===== config.mk =====
export PLATFORM = sky130hd
export DESIGN_NAME = fsk_lp_demod
export DESIGN_NICKNAME = d
export VERILOG_FILES = /design/src/rtl/fskd_pkg.sv /design/src/rtl/fskd_lpf.sv /design/src/rtl/fskd_slicer.sv /design/src/rtl/fskd_framer.sv /design/src/rtl/fsk_lp_demod.sv
export SDC_FILE = /design/constraint.sdc
export NUM_CORES = 1
export LEC_CHECK = 0
export BUFFER_PORTS_ARGS = -buffer_cell sky130_fd_sc_hd__buf_2
export CAP_MARGIN = 20
export CORE_MARGIN = 5
export CORE_UTILIZATION = 35
export DETAILED_ROUTE_END_ITERATION = 7
export SYNTH_ARGS = -nofsm -noshare
export SYNTH_HDL_FRONTEND = slang
export SYNTH_HIERARCHICAL = 1
export SYNTH_SLANG_ARGS = --single-unit

===== constraint.sdc =====
create_clock -name clk -period 15.7 [get_ports clk]
set_input_delay 0 -clock clk [delete_from_list [all_inputs] [get_ports clk]]
set_output_delay 0 -clock clk [all_outputs]
set_load 0.05 [all_outputs]

===== src/rtl/fskd_pkg.sv =====
package fskd_pkg;

    typedef enum logic [1:0] {
        RX_IDLE  = 2'd0,
        RX_START = 2'd1,
        RX_DATA  = 2'd2
    } rx_state_e;

    typedef struct packed {
        logic valid;
        logic hit;
    } slice_t;

    function automatic int q_coef(real value, int frac_bits);
        return int'(value * (2.0 ** frac_bits));
    endfunction

    function automatic int scale_level(int level_mv, int full_mv, int full_code);
        return (level_mv * full_code) / full_mv;
    endfunction

endpackage


===== src/rtl/fskd_lpf.sv =====
module fskd_lpf #(
    parameter int SAMPLE_W = 12,
    parameter int FRAC_W   = 15,
    parameter int COEF_A   = 3657,
    parameter int COEF_B   = 29111
) (
    input  logic                clk,
    input  logic                rst,
    input  logic                in_valid,
    input  logic [SAMPLE_W-1:0] in_x,
    output logic                out_valid,
    output logic [SAMPLE_W-1:0] y_out
);
    localparam int ACC_W = SAMPLE_W + FRAC_W;
    localparam int CW    = FRAC_W + 1;
    localparam int PW    = ACC_W + CW;
    localparam logic [ACC_W-1:0] CA      = ACC_W'(COEF_A);
    localparam logic [PW-1:0]    CB      = PW'(COEF_B);
    localparam logic [PW-1:0]    RND     = PW'(1) << (FRAC_W - 1);
    localparam logic [ACC_W-1:0] ACC_MAX = {{SAMPLE_W{1'b1}}, {FRAC_W{1'b0}}};

    logic [ACC_W-1:0] acc_q;
    logic [ACC_W-1:0] acc_next;
    logic [ACC_W-1:0] in_term;
    logic [PW-1:0]    fb_prod;

    always_comb begin
        in_term  = ACC_W'(in_x) * CA;
        fb_prod  = PW'(acc_q) * CB;
        acc_next = in_term + ACC_W'((fb_prod + RND) >> FRAC_W);
    end

    always_ff @(posedge clk) begin
        if (rst) begin
            acc_q     <= '0;
            out_valid <= 1'b0;
        end else begin
            out_valid <= in_valid;
            if (in_valid) begin
                acc_q <= acc_next;
            end
        end
    end

    assign y_out = acc_q[ACC_W-1:FRAC_W];

    // accumulator never passes full scale
    a_r2_acc_bounded: assert property (@(posedge clk) disable iff (rst)
        acc_q <= ACC_MAX);

endmodule


===== src/rtl/fskd_slicer.sv =====
module fskd_slicer
    import fskd_pkg::*;
#(
    parameter int SAMPLE_W = 12,
    parameter int THRESH   = 2866
) (
    input  logic                clk,
    input  logic                rst,
    input  logic                in_valid,
    input  logic [SAMPLE_W-1:0] y_in,
    output slice_t              slice_o
);
    localparam logic [SAMPLE_W-1:0] LEVEL = SAMPLE_W'(THRESH);

    always_ff @(posedge clk) begin
        if (rst) begin
            slice_o <= '0;
        end else begin
            slice_o.valid <= in_valid;
            slice_o.hit   <= in_valid && (y_in > LEVEL);
        end
    end

endmodule


===== src/rtl/fskd_framer.sv =====
module fskd_framer
    import fskd_pkg::*;
#(
    parameter int SAMPLES_PER_BIT = 500,
    parameter int GUARD_SAMPLES   = 100,
    parameter int DECIDE_SAMPLE   = 400,
    parameter int MIN_LOW_HITS    = 20,
    parameter int START_HITS      = 2,
    parameter int DATA_BITS       = 8
) (
    input  logic                 clk,
    input  logic                 rst,
    input  slice_t               slice_i,
    output logic [DATA_BITS-1:0] byte_o,
    output logic                 byte_valid_o,
    output logic                 busy_o
);
    localparam int IDX_W = $clog2(SAMPLES_PER_BIT + 1);
    localparam int RUN_W = $clog2(START_HITS + 1);
    localparam int LOW_W = $clog2(DECIDE_SAMPLE - GUARD_SAMPLES + 2);
    localparam int BIT_W = $clog2(DATA_BITS + 1);

    localparam logic [IDX_W-1:0] IDX_LAST   = IDX_W'(SAMPLES_PER_BIT);
    localparam logic [IDX_W-1:0] IDX_GUARD  = IDX_W'(GUARD_SAMPLES);
    localparam logic [IDX_W-1:0] IDX_DECIDE = IDX_W'(DECIDE_SAMPLE);
    localparam logic [IDX_W-1:0] IDX_ENTRY  = IDX_W'(START_HITS);
    localparam logic [RUN_W-1:0] RUN_LAST   = RUN_W'(START_HITS - 1);
    localparam logic [LOW_W-1:0] LOW_MIN    = LOW_W'(MIN_LOW_HITS);
    localparam logic [BIT_W-1:0] BIT_LAST   = BIT_W'(DATA_BITS - 1);
    localparam logic [BIT_W-1:0] BIT_FULL   = BIT_W'(DATA_BITS);

    rx_state_e            state_q;
    logic [IDX_W-1:0]     idx_q;
    logic [RUN_W-1:0]     run_q;
    logic [LOW_W-1:0]     low_q;
    logic [BIT_W-1:0]     bits_q;
    logic [DATA_BITS-1:0] shreg_q;
    logic                 done_q;

    logic [IDX_W-1:0]     idx_next;
    logic                 in_window;
    logic [LOW_W-1:0]     low_now;
    logic [LOW_W-1:0]     low_next;
    logic                 decide;
    logic                 bit_val;
    logic [DATA_BITS-1:0] shift_in;

    always_comb begin
        idx_next  = (idx_q == IDX_LAST) ? IDX_W'(1) : idx_q + IDX_W'(1);
        in_window = (idx_next > IDX_GUARD) && (idx_next <= IDX_DECIDE);
        low_now   = low_q + LOW_W'(in_window && slice_i.hit);
        low_next  = (idx_next == IDX_W'(1)) ? '0 : low_now;
        decide    = (state_q == RX_DATA) && (idx_next == IDX_DECIDE);
        bit_val   = !(low_now > LOW_MIN);
        shift_in  = {bit_val, shreg_q[DATA_BITS-1:1]};
    end

    always_ff @(posedge clk) begin
        if (rst) begin
            state_q      <= RX_IDLE;
            idx_q        <= '0;
            run_q        <= '0;
            low_q        <= '0;
            bits_q       <= '0;
            shreg_q      <= '0;
            done_q       <= 1'b0;
            byte_o       <= '0;
            byte_valid_o <= 1'b0;
        end else begin
            byte_valid_o <= 1'b0;
            if (slice_i.valid) begin
                unique case (state_q)
                    RX_IDLE: begin
                        if (slice_i.hit) begin
                            if (run_q == RUN_LAST) begin
                                state_q <= RX_START;
                                idx_q   <= IDX_ENTRY;
                                run_q   <= '0;
                            end else begin
                                run_q <= run_q + RUN_W'(1);
                            end
                        end else begin
                            run_q <= '0;
                        end
                    end
                    RX_START: begin
                        idx_q <= idx_next;
                        if (idx_q == IDX_LAST) begin
                            state_q <= RX_DATA;
                            low_q   <= '0;
                            bits_q  <= '0;
                            done_q  <= 1'b0;
                        end
                    end
                    RX_DATA: begin
                        if ((idx_q == IDX_LAST) && done_q) begin
                            state_q <= RX_IDLE;
                            idx_q   <= '0;
                            low_q   <= '0;
                        end else begin
                            idx_q <= idx_next;
                            low_q <= low_next;
                            if (decide) begin
                                shreg_q <= shift_in;
                                bits_q  <= bits_q + BIT_W'(1);
                                if (bits_q == BIT_LAST) begin
                                    byte_o       <= shift_in;
                                    byte_valid_o <= 1'b1;
                                    done_q       <= 1'b1;
                                end
                            end
                        end
                    end
                    default: state_q <= RX_IDLE;
                endcase
            end
        end
    end

    assign busy_o = (state_q != RX_IDLE);

    // single-cycle pulse, always inside a frame
    a_r7_valid_single: assert property (@(posedge clk) disable iff (rst)
        byte_valid_o |=> !byte_valid_o);
    a_r7_valid_in_frame: assert property (@(posedge clk) disable iff (rst)
        byte_valid_o |-> busy_o);
    // a byte is released only once all data bits are decided
    a_r5_full_byte: assert property (@(posedge clk) disable iff (rst)
        byte_valid_o |-> (bits_q == BIT_FULL));
    // sample index stays inside one bit period while framing
    a_r8_idx_range: assert property (@(posedge clk) disable iff (rst)
        busy_o |-> ((idx_q >= IDX_W'(1)) && (idx_q <= IDX_LAST)));

endmodule


===== src/rtl/fsk_lp_demod.sv =====
module fsk_lp_demod
    import fskd_pkg::*;
#(
    parameter int SAMPLE_W        = 12,
    parameter int FRAC_W          = 15,
    parameter int THRESH_MV       = 3500,
    parameter int FULL_MV         = 5000,
    parameter int SAMPLES_PER_BIT = 500,
    parameter int GUARD_SAMPLES   = 100,
    parameter int DECIDE_SAMPLE   = 400,
    parameter int MIN_LOW_HITS    = 20,
    parameter int START_HITS      = 2,
    parameter int DATA_BITS       = 8
) (
    input  logic                 clk,
    input  logic                 rst,
    input  logic                 sample_valid,
    input  logic [SAMPLE_W-1:0]  sample_in,
    output logic [DATA_BITS-1:0] byte_out,
    output logic                 byte_valid,
    output logic                 busy
);
    localparam int COEF_A = q_coef(0.1116, FRAC_W);
    localparam int COEF_B = (1 << FRAC_W) - COEF_A;
    localparam int THRESH = scale_level(THRESH_MV, FULL_MV, (1 << SAMPLE_W) - 1);

    logic                filt_valid;
    logic [SAMPLE_W-1:0] filt_y;
    slice_t              slice;

    fskd_lpf #(
        .SAMPLE_W (SAMPLE_W),
        .FRAC_W   (FRAC_W),
        .COEF_A   (COEF_A),
        .COEF_B   (COEF_B)
    ) u_lpf (
        .clk       (clk),
        .rst       (rst),
        .in_valid  (sample_valid),
        .in_x      (sample_in),
        .out_valid (filt_valid),
        .y_out     (filt_y)
    );

    fskd_slicer #(
        .SAMPLE_W (SAMPLE_W),
        .THRESH   (THRESH)
    ) u_slicer (
        .clk      (clk),
        .rst      (rst),
        .in_valid (filt_valid),
        .y_in     (filt_y),
        .slice_o  (slice)
    );

    fskd_framer #(
        .SAMPLES_PER_BIT (SAMPLES_PER_BIT),
        .GUARD_SAMPLES   (GUARD_SAMPLES),
        .DECIDE_SAMPLE   (DECIDE_SAMPLE),
        .MIN_LOW_HITS    (MIN_LOW_HITS),
        .START_HITS      (START_HITS),
        .DATA_BITS       (DATA_BITS)
    ) u_framer (
        .clk          (clk),
        .rst          (rst),
        .slice_i      (slice),
        .byte_o       (byte_out),
        .byte_valid_o (byte_valid),
        .busy_o       (busy)
    );

    // a frame can only open on a sample the slicer marked as a hit
    a_r4_start_on_hit: assert property (@(posedge clk) disable iff (rst)
        $rose(busy) |-> $past(slice.hit));

endmodule


======== Yosys cells after proc, flatten, opt, wreduce, memory -nomap -nowiden ========
Index checks and enable logic that the tools add are counted.
storage, ports and cells
  bits in registers ....................... 74
  input port bits ......................... 15
  output and inout bits ................... 10
  word-level logic and storage cells ...... 88
cells by class
  add/subtract/negate cells ............... 6
  $mul .................................... 2
  $lt $le $gt $ge ......................... 4
  equality and inequality tests ........... 14
  mux-type cells .......................... 26
  bitwise logic cells ..................... 4
  reductions and logical operators ........ 19
operators with widths
  kind                                                                             count
  9-bit two-way mux                                                                7
  42-bit by 15-bit adder with 42-bit output, second input constant                 1
  27-bit by 15-bit multiplier with 42-bit output, second input constant            1
  24-bit by 27-bit adder with 27-bit output                                        1
  9-bit one-hot mux with 3 select lines                                            1
  12-bit by 12-bit multiplier with 24-bit output, second input constant            1
  9-bit equality test, second input constant                                       2
  9-bit one-hot mux with 2 select lines                                            1
  5-bit AND reduction                                                              3
  12-bit greater-than comparator, second input constant                            1
  2-bit two-way mux                                                                6
  4-bit two-way mux                                                                3
  9-bit by 1-bit adder with 9-bit output                                           1
  9-bit by 1-bit adder with 9-bit output, second input constant                    1
  9-bit by 1-bit equality test with 1-bit output, second input constant            1
  9-bit by 5-bit greater-than comparator with 1-bit output, second input constant  1
  9-bit by 7-bit greater-than comparator with 1-bit output, second input constant  1
  9-bit less-or-equal comparator, second input constant                            1
  2-bit inequality test, second input constant                                     4
  4-bit one-hot mux with 2 select lines                                            1
  4-bit AND reduction                                                              2
  2-bit by 1-bit inequality test with 1-bit output, second input constant          3
  2-bit one-hot mux with 3 select lines                                            1
  6-bit AND reduction                                                              1
  16 further kinds                                                                 29

======== Longest topological paths before layout ========
  depth after elaboration ................. 9
  gate-level depth with buffers ........... 39
  mapped depth without buffers ............ 39

======== By module ========
Netlist, hierarchy kept.
by module, submodules not included
  module       instances  cells an instance  area an instance (sq um)  sequential area each (sq um)
  fskd_lpf     1          1264               12031.5                   560.5
  fskd_framer  1          328                2617.5                    860.8
  fskd_slicer  1          12                 118.9                     40.0

======== Least setup slack after synthesis ========
OpenSTA, ideal clock, no wires.
  path kind ............................... register -> register
  start ................................... reg u_lpf.acc_q[15]
  end ..................................... reg u_lpf.acc_q[26]
  library setup time ...................... 0.074 ns
  arrival ................................. 8.919 ns
  required time ........................... 15.626 ns
  setup slack ............................. 6.707 ns
  cell stages (with the launch flop) ...... 37
  path buffers ............................ 0
  clock period less this slack ............ 8.993 ns
  cell sequence ........................... dfxtp_1 > inv_1 > fa_1 > fa_1 > inv_1 > fa_1 > fa_1 > fa_1 > inv_1 > fa_1 > inv_1 > ha_1 > a21o_1 > a21o_1 > a21oi_1 > o21ai_0 > a31o_2 > o21ai_2 > a21oi_2 > xor2_1 > ha_1 > ha_1 > inv_1 > fa_1 > fa_1 > inv_1 > ha_1 > a21oi_1 > o21ai_1 > or2_2 > o22a_4 > o311ai_4 > nand3_1 > nor3b_2 > nor2_2 > or4b_1 > a31oi_1
on the way
  word-level cells in the longest chain between the ends .. 3
ends and longest elaborated chain
  item                                            line            source
  from (decl)                                     fskd_lpf.sv:22  logic [ACC_W-1:0] acc_q;
  from (signal assigned)                          fskd_lpf.sv:40  acc_q <= acc_next;
  27-bit by 15-bit multiplier with 42-bit output  fskd_lpf.sv:29  fb_prod = PW'(acc_q) * CB;
  42-bit by 15-bit adder with 42-bit output       fskd_lpf.sv:30  acc_next = in_term + ACC_W'((fb_prod + RND) >> FRAC_W);
  24-bit by 27-bit adder with 27-bit output       fskd_lpf.sv:30
No other way between the ends.
A chain may end at the register's enable or synchronous reset.

======== Worst setup path after layout ========
  start ................................... reg u_lpf.acc_q[14]
  end ..................................... reg u_lpf.acc_q[24]
The elaborated chain is that of the path after synthesis.

==> run summary <==
Status - complete, no violations
Die X - 215.4 um
Setup TNS Final - 0 ps
Most common cell after layout, fill and taps aside - inv_1
TritonCTS clock tree - built
WL final - 31,720 um
Layout Cells excl Fill - 2,143
Clock Latency Late Sink - 350 ps
Period utilization - 62.51%
First-pass GRT wire length - 54,320 um
Io pins - 25
Most frequent cells in the layout - 394 x inv_1, 285 x ha_1, 212 x fa_1
Unrepaired setup endpoints after global routing - no
Critical path arrival - 10,020 ps
Total global routing overflow - 0
Area of the multi-input gates - 0.01160 mm2
FF-to-FF End - u_lpf/acc_q[24]
DR WL/cell - 14.80 um
Fin nets - 2,111
ANT nets after route - 0
Fmax - 101.9 MHz
Internal reg-to-reg setup slack - 5890 ps
Iteration-0 DRC Markers - 378
Initial core utilization - 35.29%
Detailed Routing Iterations Pass 1 - 5
Post-Route Skew - 13.54 ps
Routed via count - 10,518
RR Startpoint - u_lpf/acc_q[14]
Max-slew violation count - 0
CTS Buf Count - 9
Unique masters post-synth - 83
# diodes - 0
Hold Vio Cnt, Final - 0
Most crowded layer after global routing - met2
Hold Crit Depth - 4
Clk pin slew, worst setup/hold paths - 70 ps
Data required, critical path - 15,910 ps
Vias in the first global route - 10,845
Grt met3 use - 1.570%
Sink Count - 73
CP max stage cell - dfxtp_1
Clock root cell - clkbuf_16
Global Route met1 Usage - 19.76%
Crit path kind - reg -> reg
Filler cells - 4,259
Placed insts - 2,125
R2R depth - 35
Overall routing resource usage - 14.14%
Crit path largest cell delay - 560 ps
Synthesized Nets - 2,116
Area grow syn2layout - 6.244%
Most common flop cell mapped by yosys - dfxtp_1
CORE AREA - 0.04185 mm2
Cts hold-fix bufs - 0
Die Ht - 215.4 um
Hold Crit Endpoint - u_lpf/acc_q[0]
Depth of the CTS H-tree - 3
Avg Cell Area, Syn - 9.207 um2
DR vias/cell - 4.908
CP Launch Type - flip-flop
FF/Latch Area - 0.001461 mm2
Number of max-cap violations - 0
Cells after synthesis - 1,604
Slew @ Worst Pin - 829.8 ps
Seq/Total Area, Yosys - 9.896%
#FFs+latches synth - 73
Postcts setup bufs - 0
Drt drc - 0
Final setup violation count - 0
Min-Delay Path Class - in -> reg
Maximum clock path buffer count - 2
Worst relative slew slack - 44.68%
CP most frequent cell - fa_1
GPL Wtd Cong - 0.8593
Crit path time final - 9815 ps
Met2 Use GR - 24.06%
DIE AREA - 0.04640 mm2
Critical path fanouts, max - 6
Synth async-reset ratio - 0%
Crit end category - flip-flop
Core Rows - 75
Largest net degree at the start of global routing - 77
Worst Hold Launch - sample_in[0]
Final HPWL DP - 28,150 um
Synthesized area - 0.01477 mm2
Initial antenna violation count - 0
Share of cells above drive strength 1 - 4.177%
CTS-repair resized insts - 0
Yosys warns - 6
Port Buf Inserts - 24
EDFF count, synth - 0
## routing by layer
metal | vias up | wire length (um)
met4 | 0 | 377
met5 | - | 0
met2 | 133 | 15460
met3 | 30 | 833
met1 | 5157 | 15050
li1 | 5198 | -
## cells in the mapped netlist (all sizes together) (5+ instances only)
library cell | number | share of area [%]
nor2b | 11 | 0.47
nor3 | 15 | 0.51
nand4 | 11 | 0.47
inv | 394 | 10
dfxtp | 73 | 9.9
nor3b | 9 | 0.49
buf | 20 | 0.96
a22oi | 6 | 0.30
a31oi | 14 | 0.59
nand3 | 25 | 0.85
or2 | 6 | 0.25
mux2i | 31 | 2.1
nor2 | 98 | 2.5
o21bai | 8 | 0.41
xnor2 | 36 | 2.1
a21oi | 71 | 2.4
nand2b | 7 | 0.30
ha | 285 | 24
nor4 | 5 | 0.36
and2 | 7 | 0.31
o311ai | 6 | 0.47
fa | 212 | 29
and3 | 10 | 0.46
a211oi | 10 | 0.51
o21a | 10 | 0.51
clkbuf | 24 | 0.61
xor2 | 15 | 0.89
o21ai | 31 | 1.1
nand2 | 49 | 1.2
a21o | 27 | 1.4
nand3b | 6 | 0.30
## worst max path at each step
stage / start / endpoint / depth (start not counted)
global route: u_lpf/acc_q[15] / u_lpf/acc_q[22] / 36
CTS: u_lpf/acc_q[14] / u_lpf/acc_q[26] / 36
global placement: u_lpf/acc_q[15] / u_lpf/acc_q[24] / 34
detailed placement: u_lpf/acc_q[14] / u_lpf/acc_q[26] / 35
floorplan: u_lpf/acc_q[15] / u_lpf/acc_q[26] / 36
finish: u_lpf/acc_q[14] / u_lpf/acc_q[24] / 35
## critical path: cells and delay by family, from the launching register on
family	cells	cell delay, ps
compound gates	12	3030
xor+xnor	1	90
fa+ha+maj	12	5130
buf+inv	6	410
flops	1	560
simple gates	4	460
## logic make-up after synthesis
group	after synthesis	share of synthesized area, %
AND/OR/NAND/NOR	280	9.710
adder cells (fa/ha/maj)	497	52.88
buffers and inverters	439	11.61
multiplexers	33	2.254
XOR/XNOR	51	3.025
flip-flops	73	9.896
AO/OA/AOI/OAI	231	10.62
## sequential cells by signal, indices dropped and copies added, names as in the netlist
signal and cells:
u_lpf/out_valid 1, u_framer/bits_q 4, u_framer/shreg_q 7, u_framer/idx_q 9, u_slicer/slice_o 2, u_framer/state_q 2, u_framer/run_q 2, u_framer/done_q 1
u_framer/byte_valid_o 1, u_framer/low_q 9, u_lpf/acc_q 27, u_framer/byte_o 8
## through the flow
step | instance area, um2 | utilization [%] | hold slack, ps | setup WS (ps)
after floorplan | 14770 | - | 66.69 | 6707
after global placement | 15350 | 36.68 | 458.4 | 5955
after detailed placement | 15350 | 36.68 | 472.6 | 5929
after CTS | 15680 | 37.46 | 173.3 | 5887
after global routing | 15690 | 37.49 | 233.8 | 5312
final | 15690 | 37.49 | 170.3 | 5885
## layout make-up
type	count	area share, %
tap	539	4.298
clock inverter	5	0.5423
timing repair buffer	28	0.9250
clock buffer	11	1.547
inverter	395	9.450
multi-input combinational	1092	73.92
sequential	73	9.314
Power is left out: the tool's default activity adds up to more than one toggle a clock period on the data nets, which glitch-free logic cannot reach.
